`config.mk`:
```
export PLATFORM = sky130hd
export DESIGN_NAME = nest_intc
export DESIGN_NICKNAME = d
export VERILOG_FILES = /design/src/rtl/nic_pkg.sv /design/src/rtl/nic_sync.sv /design/src/rtl/nic_pick.sv /design/src/rtl/nest_intc.sv
export SDC_FILE = /design/constraint.sdc
export NUM_CORES = 1
export LEC_CHECK = 0
export CAP_MARGIN = 20
export CELL_PAD_IN_SITES_DETAIL_PLACEMENT = 1
export CELL_PAD_IN_SITES_GLOBAL_PLACEMENT = 2
export CORE_MARGIN = 8
export CORE_UTILIZATION = 39
export DETAILED_ROUTE_END_ITERATION = 7
export PLACE_DENSITY_LB_ADDON = 0.1
export SLEW_MARGIN = 5
export SYNTH_ARGS = -nofsm -noshare
export SYNTH_HDL_FRONTEND = slang
export SYNTH_SLANG_ARGS = --single-unit
```
`constraint.sdc`:
```
create_clock -name clk -period 7.65 [get_ports clk]
set_clock_uncertainty 0.2 [all_clocks]
set_input_delay 1.1475 -clock clk [delete_from_list [all_inputs] [get_ports clk]]
set_output_delay 1.1475 -clock clk [all_outputs]
set_load 0.02 [all_outputs]
```
`src/rtl/nic_pkg.sv`:
```
package nic_pkg;
   // Register addresses of the processor port
   typedef enum logic [2:0] {
      RA_CTRL   = 3'd0,
      RA_MASK   = 3'd1,
      RA_TRIG   = 3'd2,
      RA_THRESH = 3'd3,
      RA_ACK    = 3'd4,
      RA_EOI    = 3'd5,
      RA_PEND   = 3'd6,
      RA_ACTV   = 3'd7
   } nic_addr_e;

   localparam int CTRL_EN_BIT  = 0;
   localparam int CTRL_ROT_BIT = 1;
endpackage

```
`src/rtl/nic_sync.sv`:
```
module nic_sync #(
   parameter int W      = 9,
   parameter int STAGES = 2
) (
   input  logic         clk,
   input  logic         rst_n,
   input  logic [W-1:0] d_in,
   output logic [W-1:0] lvl,
   output logic [W-1:0] rise
);
   if (STAGES < 2) begin : g_bad_stages
      $error("nic_sync: STAGES must be at least 2");
   end

   logic [W-1:0] chain [STAGES];
   logic [W-1:0] prev_q;

   for (genvar s = 0; s < STAGES; s++) begin : g_stage
      if (s == 0) begin : g_first
         always_ff @(posedge clk or negedge rst_n)
            if (!rst_n) chain[0] <= '0;
            else        chain[0] <= d_in;
      end else begin : g_next
         always_ff @(posedge clk or negedge rst_n)
            if (!rst_n) chain[s] <= '0;
            else        chain[s] <= chain[s-1];
      end
   end

   always_ff @(posedge clk or negedge rst_n)
      if (!rst_n) prev_q <= '0;
      else        prev_q <= chain[STAGES-1];

   assign lvl  = chain[STAGES-1];
   assign rise = chain[STAGES-1] & ~prev_q;
endmodule

```
`src/rtl/nic_pick.sv`:
```
module nic_pick #(
   parameter int N  = 8,
   parameter int IW = $clog2(N)
) (
   input  logic [N-1:0]  req,
   input  logic [IW-1:0] base,
   output logic          valid,
   output logic [IW-1:0] idx,
   output logic [IW-1:0] rank
);
   // Scan from base upward with wrap; rank counts steps from base.
   always_comb begin
      valid = 1'b0;
      idx   = '0;
      rank  = '0;
      for (int k = 0; k < N; k++) begin
         int p;
         p = int'(base) + k;
         if (p >= N) p = p - N;
         if (!valid && req[p]) begin
            valid = 1'b1;
            idx   = IW'(p);
            rank  = IW'(k);
         end
      end
   end
endmodule

```
`src/rtl/nest_intc.sv`:
```
module nest_intc
   import nic_pkg::*;
#(
   parameter int          NUM_SRC     = 8,
   parameter int          DATA_W      = 8,
   parameter int          SYNC_STAGES = 2,
   parameter logic [7:0]  VEC_BASE    = 8'h20,
   parameter logic [7:0]  NMI_VEC     = 8'h02,
   parameter logic [7:0]  SPUR_VEC    = 8'hFF
) (
   input  logic              clk,
   input  logic              rst_n,
   input  logic [NUM_SRC-1:0] irq_req,
   input  logic              nmi_req,
   input  logic              reg_rd,
   input  logic              reg_wr,
   input  logic [2:0]        reg_addr,
   input  logic [DATA_W-1:0] reg_wdata,
   output logic [DATA_W-1:0] reg_rdata,
   output logic              irq_out
);
   localparam int IW = $clog2(NUM_SRC);
   localparam int LW = $clog2(NUM_SRC + 2);
   localparam logic [LW-1:0] LVL_TOP = LW'(NUM_SRC);
   localparam logic [LW-1:0] LVL_NMI = LW'(NUM_SRC + 1);

   if (NUM_SRC < 2 || NUM_SRC > DATA_W || (1 << IW) != NUM_SRC) begin : g_bad_src
      $error("nest_intc: NUM_SRC must be a power of two between 2 and DATA_W");
   end
   if (DATA_W < 8 || LW > DATA_W) begin : g_bad_data
      $error("nest_intc: DATA_W too narrow for vectors or threshold");
   end

   // ---------------- input synchronization ----------------
   logic [NUM_SRC:0] s_lvl, s_rise;
   nic_sync #(.W(NUM_SRC + 1), .STAGES(SYNC_STAGES)) u_sync (
      .clk  (clk),
      .rst_n(rst_n),
      .d_in ({nmi_req, irq_req}),
      .lvl  (s_lvl),
      .rise (s_rise)
   );

   // ---------------- state ----------------
   logic               en_q, rot_q;
   logic [NUM_SRC-1:0] mask_q, trig_q, pend_q, act_q;
   logic [LW-1:0]      thr_q;
   logic [IW-1:0]      base_q;
   logic               nmi_pend_q, nmi_act_q;
   logic [DATA_W-1:0]  rdata_q;
   logic               irq_q;

   // ---------------- resolution ----------------
   logic [IW-1:0] eff_base;
   logic          pnd_v, act_v;
   logic [IW-1:0] pnd_idx, pnd_rank, act_idx, act_rank;

   assign eff_base = rot_q ? base_q : '0;

   nic_pick #(.N(NUM_SRC), .IW(IW)) u_pick_pend (
      .req  (pend_q & ~mask_q),
      .base (eff_base),
      .valid(pnd_v),
      .idx  (pnd_idx),
      .rank (pnd_rank)
   );

   nic_pick #(.N(NUM_SRC), .IW(IW)) u_pick_act (
      .req  (act_q),
      .base (eff_base),
      .valid(act_v),
      .idx  (act_idx),
      .rank (act_rank)
   );

   logic [LW-1:0] cand_lvl, run_lvl;
   logic          mask_elig, nmi_elig;

   assign cand_lvl = LVL_TOP - LW'(pnd_rank);
   always_comb begin
      if (nmi_act_q)  run_lvl = LVL_NMI;
      else if (act_v) run_lvl = LVL_TOP - LW'(act_rank);
      else            run_lvl = '0;
   end

   assign mask_elig = en_q && pnd_v && (cand_lvl > thr_q) && (cand_lvl > run_lvl);
   assign nmi_elig  = nmi_pend_q && !nmi_act_q;

   // ---------------- handshake decode ----------------
   logic rd_ack, wr_eoi, take_nmi, take_src, eoi_nmi, eoi_src;
   assign rd_ack   = reg_rd && (reg_addr == RA_ACK);
   assign wr_eoi   = reg_wr && (reg_addr == RA_EOI);
   assign take_nmi = rd_ack && nmi_elig;
   assign take_src = rd_ack && !nmi_elig && mask_elig;
   assign eoi_nmi  = wr_eoi && nmi_act_q;
   assign eoi_src  = wr_eoi && !nmi_act_q && act_v;

   logic [NUM_SRC-1:0] take_1h, eoi_1h, act_nxt, pend_nxt;
   assign take_1h = take_src ? (NUM_SRC'(1) << pnd_idx) : '0;
   assign eoi_1h  = eoi_src  ? (NUM_SRC'(1) << act_idx) : '0;
   assign act_nxt = (act_q | take_1h) & ~eoi_1h;

   for (genvar i = 0; i < NUM_SRC; i++) begin : g_pend
      if (1) begin : g_line
         always_comb begin
            if (trig_q[i]) pend_nxt[i] = s_lvl[i] && !act_nxt[i];
            else           pend_nxt[i] = (pend_q[i] && !take_1h[i]) || s_rise[i];
         end
      end
   end

   // ---------------- registers ----------------
   always_ff @(posedge clk or negedge rst_n) begin
      if (!rst_n) begin
         en_q       <= 1'b0;
         rot_q      <= 1'b0;
         mask_q     <= '0;
         trig_q     <= '0;
         thr_q      <= '0;
         base_q     <= '0;
         pend_q     <= '0;
         act_q      <= '0;
         nmi_pend_q <= 1'b0;
         nmi_act_q  <= 1'b0;
         irq_q      <= 1'b0;
      end else begin
         pend_q     <= pend_nxt;
         act_q      <= act_nxt;
         nmi_pend_q <= (nmi_pend_q && !take_nmi) || s_rise[NUM_SRC];
         nmi_act_q  <= (nmi_act_q || take_nmi) && !eoi_nmi;
         irq_q      <= nmi_elig || mask_elig;
         if (eoi_src && rot_q) base_q <= act_idx + IW'(1);
         if (reg_wr) begin
            case (reg_addr)
               RA_CTRL: begin
                  en_q  <= reg_wdata[CTRL_EN_BIT];
                  rot_q <= reg_wdata[CTRL_ROT_BIT];
               end
               RA_MASK:   mask_q <= reg_wdata[NUM_SRC-1:0];
               RA_TRIG:   trig_q <= reg_wdata[NUM_SRC-1:0];
               RA_THRESH: thr_q  <= reg_wdata[LW-1:0];
               default: ;
            endcase
         end
      end
   end

   logic [DATA_W-1:0] rd_mux;
   always_comb begin
      rd_mux = '0;
      case (reg_addr)
         RA_CTRL:   rd_mux = DATA_W'({rot_q, en_q});
         RA_MASK:   rd_mux = DATA_W'(mask_q);
         RA_TRIG:   rd_mux = DATA_W'(trig_q);
         RA_THRESH: rd_mux = DATA_W'(thr_q);
         RA_ACK: begin
            if (nmi_elig)       rd_mux = DATA_W'(NMI_VEC);
            else if (mask_elig) rd_mux = DATA_W'(VEC_BASE + 8'(pnd_idx));
            else                rd_mux = DATA_W'(SPUR_VEC);
         end
         RA_PEND:   rd_mux = DATA_W'(pend_q);
         RA_ACTV:   rd_mux = DATA_W'(act_q);
         default:   rd_mux = '0;
      endcase
   end

   always_ff @(posedge clk or negedge rst_n)
      if (!rst_n)      rdata_q <= '0;
      else if (reg_rd) rdata_q <= rd_mux;

   assign reg_rdata = rdata_q;
   assign irq_out   = irq_q;

   // ---------------- assertions ----------------
   p_ack_moves_r3: assert property (@(posedge clk) disable iff (!rst_n)
      take_src |=> act_q[$past(pnd_idx)]);

   p_spur_quiet_r4: assert property (@(posedge clk) disable iff (!rst_n)
      (rd_ack && !nmi_elig && !mask_elig && !reg_wr) |=> ($stable(act_q) && $stable(nmi_act_q)));

   p_eoi_one_r5: assert property (@(posedge clk) disable iff (!rst_n)
      (eoi_src && !take_src) |=> ($countones(act_q) + 1 == $countones($past(act_q))));

   p_gate_r8: assert property (@(posedge clk) disable iff (!rst_n)
      (!en_q && !nmi_elig) |=> !irq_out);

   p_nmi_latch_r8: assert property (@(posedge clk) disable iff (!rst_n)
      s_rise[NUM_SRC] |=> nmi_pend_q);

   p_nest_r11: assert property (@(posedge clk) disable iff (!rst_n)
      take_src |-> (!act_v || (pnd_rank < act_rank)));
endmodule

```
# After elaboration in Yosys (flattened, before gate mapping)
# Index checks and enable logic that the tools add are counted.
dict set report op_classes {
  shifts 2
  muxes 118
  n_eq_ne 7
  reduce_logical 95
  n_addsub 19
  n_lt_le_gt_ge 18
  n_bitwise 7
}
# cell count
set op_table {}
lappend op_table {{32-bit by 5-bit < comparator with 1-bit output (second input constant)} 8}
lappend op_table {{32-bit two-way mux} 8}
lappend op_table {{32-bit by 5-bit >= comparator with 1-bit output (second input constant)} 7}
lappend op_table {{32-bit by 5-bit subtractor with 32-bit output (second input constant)} 7}
lappend op_table {{3-bit two-way mux} 25}
lappend op_table {{1-bit two-way mux} 58}
lappend op_table {{8-bit case mux with 7 select lines} 1}
lappend op_table {{1-bit binary-select mux with 3-bit select} 16}
lappend op_table {{1-bit logical AND} 45}
lappend op_table {{1-bit logical NOT} 34}
lappend op_table {{8-bit two-way mux} 4}
lappend op_table {{3-bit by 3-bit adder with 4-bit output (second input constant)} 4}
lappend op_table {{8-bit AND} 2}
lappend op_table {{8-bit inverter} 2}
lappend op_table {{1-bit by 3-bit << shifter with 8-bit output (first input constant)} 2}
lappend op_table {{3-bit equality test (second input constant)} 4}
lappend op_table {{1-bit logical OR} 11}
lappend op_table {{9-bit AND} 1}
lappend op_table {{9-bit inverter} 1}
lappend op_table {{3-bit by 2-bit adder with 4-bit output (second input constant)} 2}
lappend op_table {{4-bit > comparator} 2}
lappend op_table {{2-bit two-way mux} 4}
lappend op_table {{4-bit two-way mux} 2}
lappend op_table {{8-bit bitwise OR} 1}
lappend op_table {{other kinds (10)} 15}
dict set report word_totals {
  inputBits 24
  output_inout_bits 9
  elab_cells 281
  reg_bits 79
}

# Depth between registers and ports, before layout
dict set report depth {
  word_depth 40
  mapped_depth 25
  mapped_depth_nobuf 22
}

# Modules after synthesis
# A second synthesis with hierarchy kept.
dict set report hier_totals {
  cells_unflattened 573
  area_unflattened_um2 6177.2
}
# module instances area_per_inst_um2 cells_each
set by_module_without_submodules {}
lappend by_module_without_submodules {nest_intc 1 3308.2 326}
lappend by_module_without_submodules {nic_pick 2 1001.0 101}
lappend by_module_without_submodules {nic_sync 1 867.1 45}

# Worst setup path after synthesis
# OpenSTA, ideal clock, no wires.
dict set report synth_path {
  path_type {reg2reg}
  startpoint {register rot_q}
  endpoint {register pend_q[6]}
  n_path_buf 3
  stages_incl_launch_ff 24
  slack_ps 2179
  arrival_ps 5145
  setup_time_ps 126
  required_time_ps 7324
  cell_sequence {dfrtp_1 buf_6 and2_1 buf_2 clkinv_1 clkbuf_1 ha_1 inv_1 xnor2_1 mux4_2 o21ba_2 o31a_1 o21ai_0 ha_1 ha_1 nor2b_1 o21ai_0 nand2b_1 a21oi_1 or3_1 a211oi_1 a21boi_4 a31oi_1 a311o_1}
}
dict set report synth_via {
  elab_chain_cells 40
  word_cells_on_any_way 178
  cone_classes {add/sub (17); order compare (10); shift (2); mux (108); bitwise (3); reduce/logical (38)}
}
# item line
set synth_rtl {}
lappend synth_rtl {{start: declaration} nest_intc.sv:45} ;# logic en_q, rot_q;
lappend synth_rtl {{start signal: assignment} nest_intc.sv:137} ;# rot_q <= reg_wdata[CTRL_ROT_BIT];
lappend synth_rtl {{3-bit two-way mux *} nest_intc.sv:58} ;# assign eff_base = rot_q ? base_q : '0;
lappend synth_rtl {{parallel branches: the longest is 38 deep, another holds 32-bit by 5-bit subtractor with 32-bit output} n/a}
lappend synth_rtl {{1-bit two-way mux *} nest_intc.sv:106} ;# if (trig_q[i]) pend_nxt[i] = s_lvl[i] && !act_nxt[i];
lappend synth_rtl {{net pend_nxt[6]} nest_intc.sv:98} ;# logic [NUM_SRC-1:0] take_1h, eoi_1h, act_nxt, pend_nxt;
lappend synth_rtl {{end signal: assignment} nest_intc.sv:127} ;# pend_q <= pend_nxt;
lappend synth_rtl {{end: declaration} nest_intc.sv:46} ;# logic [NUM_SRC-1:0] mask_q, trig_q, pend_q, act_q;
# Mark *: on every way through the listed nets, which the timed path passes. The select of a mux whose other input is x is not followed.
# A chain may end at the register's enable or synchronous reset.

# Worst setup path in the final report
dict set report layout_path {
  startpoint {register base_q[0]}
  endpoint {register pend_q[2]}
}
dict set report layout_via {
  elab_chain_cells 40
  word_cells_on_any_way 178
  cone_classes {add/sub (17); order compare (10); shift (2); mux (108); bitwise (3); reduce/logical (38)}
}
# item line
set layout_rtl {}
lappend layout_rtl {{start: declaration} nest_intc.sv:48} ;# logic [IW-1:0] base_q;
lappend layout_rtl {{start signal: assignment} nest_intc.sv:132} ;# if (eoi_src && rot_q) base_q <= act_idx + IW'(1);
lappend layout_rtl {{3-bit two-way mux *} nest_intc.sv:58}
lappend layout_rtl {{parallel branches: the longest is 38 deep, another holds 32-bit by 5-bit subtractor with 32-bit output} n/a}
lappend layout_rtl {{1-bit two-way mux *} nest_intc.sv:106}
lappend layout_rtl {{net pend_nxt[2]} nest_intc.sv:98}
# Marks and branches as above.

==> results.yml <==
clocking:
  cts.htree.levels: 3
  tritoncts_clock_tree: "yes"
  clock_tree.buffer_depth: 2
  cts_resized: 0
  post-cts-setup-buffers: 0
  cts_made_buffers: 9
  tritoncts_num_sinks: 79
  worst_setup_hold_path_clk_slew_ps: 70
  cts_hold_buffers: 0
  clkLatencyLatePin_ps: 340
  clock-root-buffer: "clkbuf_16"
routing:
  detailroute.via_count: 4729
  wl_um: 18540
  drt-pass1-iter-count: 4
  routed_via_density: 6.126
  detailed_route_drc_error_count: 0
  wire_per_inst_um: 24.01
  routed_antenna_nets: 0
  first_iter_violations: 414
global_routing:
  groute.layer.met3.usage: 0.02967
  grt_busiest_layer: "met2"
  grt.met2_usage: 0.3332
  global_route_wire_length_before_repair_um: 29770
  global_route.overflow_total: 0
  largest_net_degree_at_the_start_of_global_routing: 80
  grt_antenna_before_repair: 0
  grt.total_usage: 0.2089
  number_of_global_route_vias_before_repair: 4922
  use_met1: 0.2847
job:
  cap_violations: 0
sta:
  worst-slew-pin-transition_ps: 1015
  grt_setup_unrepaired: "false"
  fmax_mhz: 147.1
  final_clock_period_utilization_by_the_worst_path: 0.8886
  finalHoldViolCount: 0
  setup-tns-final_ps: 0
  final.min_clock_period_ps: 6798
  finish_stage_setup_viols: 0
  max_slew_violation_count: 0
  relSlewSlack: 0.3214
synthesis:
  synth_flop_cell: "dfrtp_1"
  ys_seq_elements: 79
  synth-xor-area-share: 0.007846
  synth-async-reset-ratio: 1.000
  yosys.area_share.adder: 0.03811
  synth.yosys.warnings: 0
  yosys.cell_types.count: 70
  synth_simple_gate_area_frac: 0.1809
  complex_gate_fraction_of_the_synthesized_area: 0.1748
  postSynthCellCount: 562
  post-synth-top-area-fraction: 0.3542
  synth_seq_area_share: 0.3542
  syn-num-nets: 603
  synth.most_common_cell: "dfrtp_1"
  synth_edf_count: 0
  portion_of_netlist_area_occupied_by_mux_cells: 0.2026
  syn_avg_cell_area_um2: 9.932
  netlist_top_cells_area: "dfrtp_1 (35%), mux2i_1 (7.9%), mux4_2 (6.5%)"
  netlist_area_um2: 5582
  combinational_family_with_the_most_area_after_synthesis: "multiplexers"
  ys_top_cells_by_count: "dfrtp_1 (79), mux2i_1 (44), nand2_1 (35)"
  synthDominantAreaCellType: "dfrtp_1"
worst_hold_path:
  hold_end: "u_sync.lvl[5]"
  whs_path_depth: 0
  min-delay-start: "u_sync.chain[14]"
  hp-class: "flop to flop"
worst_setup_path:
  cell_type_of_the_slowest_stage_on_the_worst_timing_path: "dfrtp_1"
  timing_worst_setup_path_type: "flop to flop"
  critPathMaxStageDelay_ps: 690
  timing.reg2reg.worst_path_depth: 18
  critical_path.reg2reg.endpoint: "pend_q[2]"
  crit_required_ps: 7640
  critPathBufInv: 2
  crit_path_end_kind: "flop"
  path_common_cell: "ha_1"
  timing.critical_path.max_delay_family: "compound AO/OA/AOI/OAI gates"
  arrival_ps: 6790
  startpoint_types: "flop"
  worst_path_cell_chain: "and2_4, clkinv_4, ha_1, buf_4, mux4_2, o31a_1, o21ai_0, ha_1, ha_1, nor2b_1, o21ai_0, nand2b_1, a21oi_1, or3_1, a211oi_1, nand3_1, o31ai_1, o211ai_1"
  reg2reg_slack_ps: 850
  origin_of_the_critical_flop_to_flop_path: "base_q[0]"
  critPathMaxFanout: 18
die:
  die_area_um2: 18400
  floorplan.io_pins: 33
  row_count: 43
  initial_core_utilization: 0.4006
  die_h_um: 135.6
  core_box_area_um2: 13930
  die_x_um: 135.6
layout:
  fin_cells: 772
  fillers: 1561
  layout-drive-gt1-share: 0.1470
  area.growth.synth_to_final_pct: 15.06
  finalNetCount: 628
  num_antenna_cells: 0
power:
  max-vdd-ir-drop_mv: 0.1956
  p_leak_nw: 2.620
  power_density_nw_per_um2: 467.6
placed_design:
  port_buffers: 32
  placed_cells: 755
  routability_driven_placement_congestion_ratio: 0.8751
  dp.final_hpwl_um: 14020
run_status:
  outcome: "finished clean"
## power by group
| group | switching, mW | internal [mW] |
|---|---|---|
| clock | 0.173 | 0.322 |
| sequential | 0.130 | 0.494 |
| combinational | 1.15 | 0.739 |
## per-stage QoR
stage | total power, mW | area, um^2 | utilization | hold slack, ps | setup WS (ps)
6_report | 3.003 | 6422 | 0.4609 | 148.7 | 851.9
5_1_grt | 3.225 | 6422 | 0.4609 | 151.7 | 435.2
4_1_cts | 3.003 | 6395 | 0.4589 | 151.3 | 858.6
3_5_place_dp | 2.487 | 6048 | 0.4340 | 135.6 | 923.3
3_3_place_gp | 2.440 | 6048 | 0.4340 | 131.6 | 1150
2_1_floorplan | 1.891 | 5582 | - | 131.2 | 2179
## worst max-delay path by stage
stage | from | to | slack, ps | depth (start not counted)
after floorplan | rot_q | pend_q[6] | 2180 | 23
after global placement | base_q[0] | pend_q[6] | 1150 | 18
after detailed placement | base_q[0] | pend_q[0] | 920 | 18
after CTS | base_q[0] | pend_q[2] | 860 | 18
after global routing | base_q[0] | pend_q[1] | 440 | 18
final | base_q[0] | pend_q[2] | 850 | 18
## layout by cell type (no fill, tap or decap), types with 18 or more instances in the layout
master	Yosys	routed
a21oi_1	22	22
clkdlybuf4s50_1	0	31
dfrtp_1	79	79
inv_1	18	18
mux2_2	28	28
mux2i_1	44	44
nand2_1	35	35
nand3_1	20	20
nor2_1	29	29
nor2b_1	21	21
o21ai_0	28	28
## registers in the layout (all words and copies together), names as in the netlist, 3 cells and up
signal / cells
base_q: 3
u_sync.lvl: 9
thr_q: 4
pend_q: 8
trig_q: 8
act_q: 8
reg_rdata: 8
mask_q: 8
u_sync.chain: 9
u_sync.prev_q: 9
## layout make-up
cell class | count | area, um^2 | share of cell area
Multi-Input combinational cell | 434 | 3373 | 0.5252
Timing Repair Buffer | 43 | 420.4 | 0.06546
Tap cell | 180 | 225.2 | 0.03507
Clock buffer | 10 | 229.0 | 0.03565
Clock inverter | 6 | 117.6 | 0.01831
Inverter | 20 | 80.08 | 0.01247
Sequential cell | 79 | 1977 | 0.3078
## cells by family after synthesis
family                   Yosys count
AO/OA/AOI/OAI                    139
XOR/XNOR                           5
adder cells (fa/ha/maj)           17
buffers and inverters             49
flip-flops                        79
multiplexers                      89
AND/OR/NAND/NOR                  184
## layer usage
metal / vias to the layer above / part of all wire
met5: - / 0
met4: 0 / 0.016
met3: 16 / 0.033
met2: 108 / 0.48
met1: 2426 / 0.47
li1: 2179 / -
(Power assumes the default switching activity.)
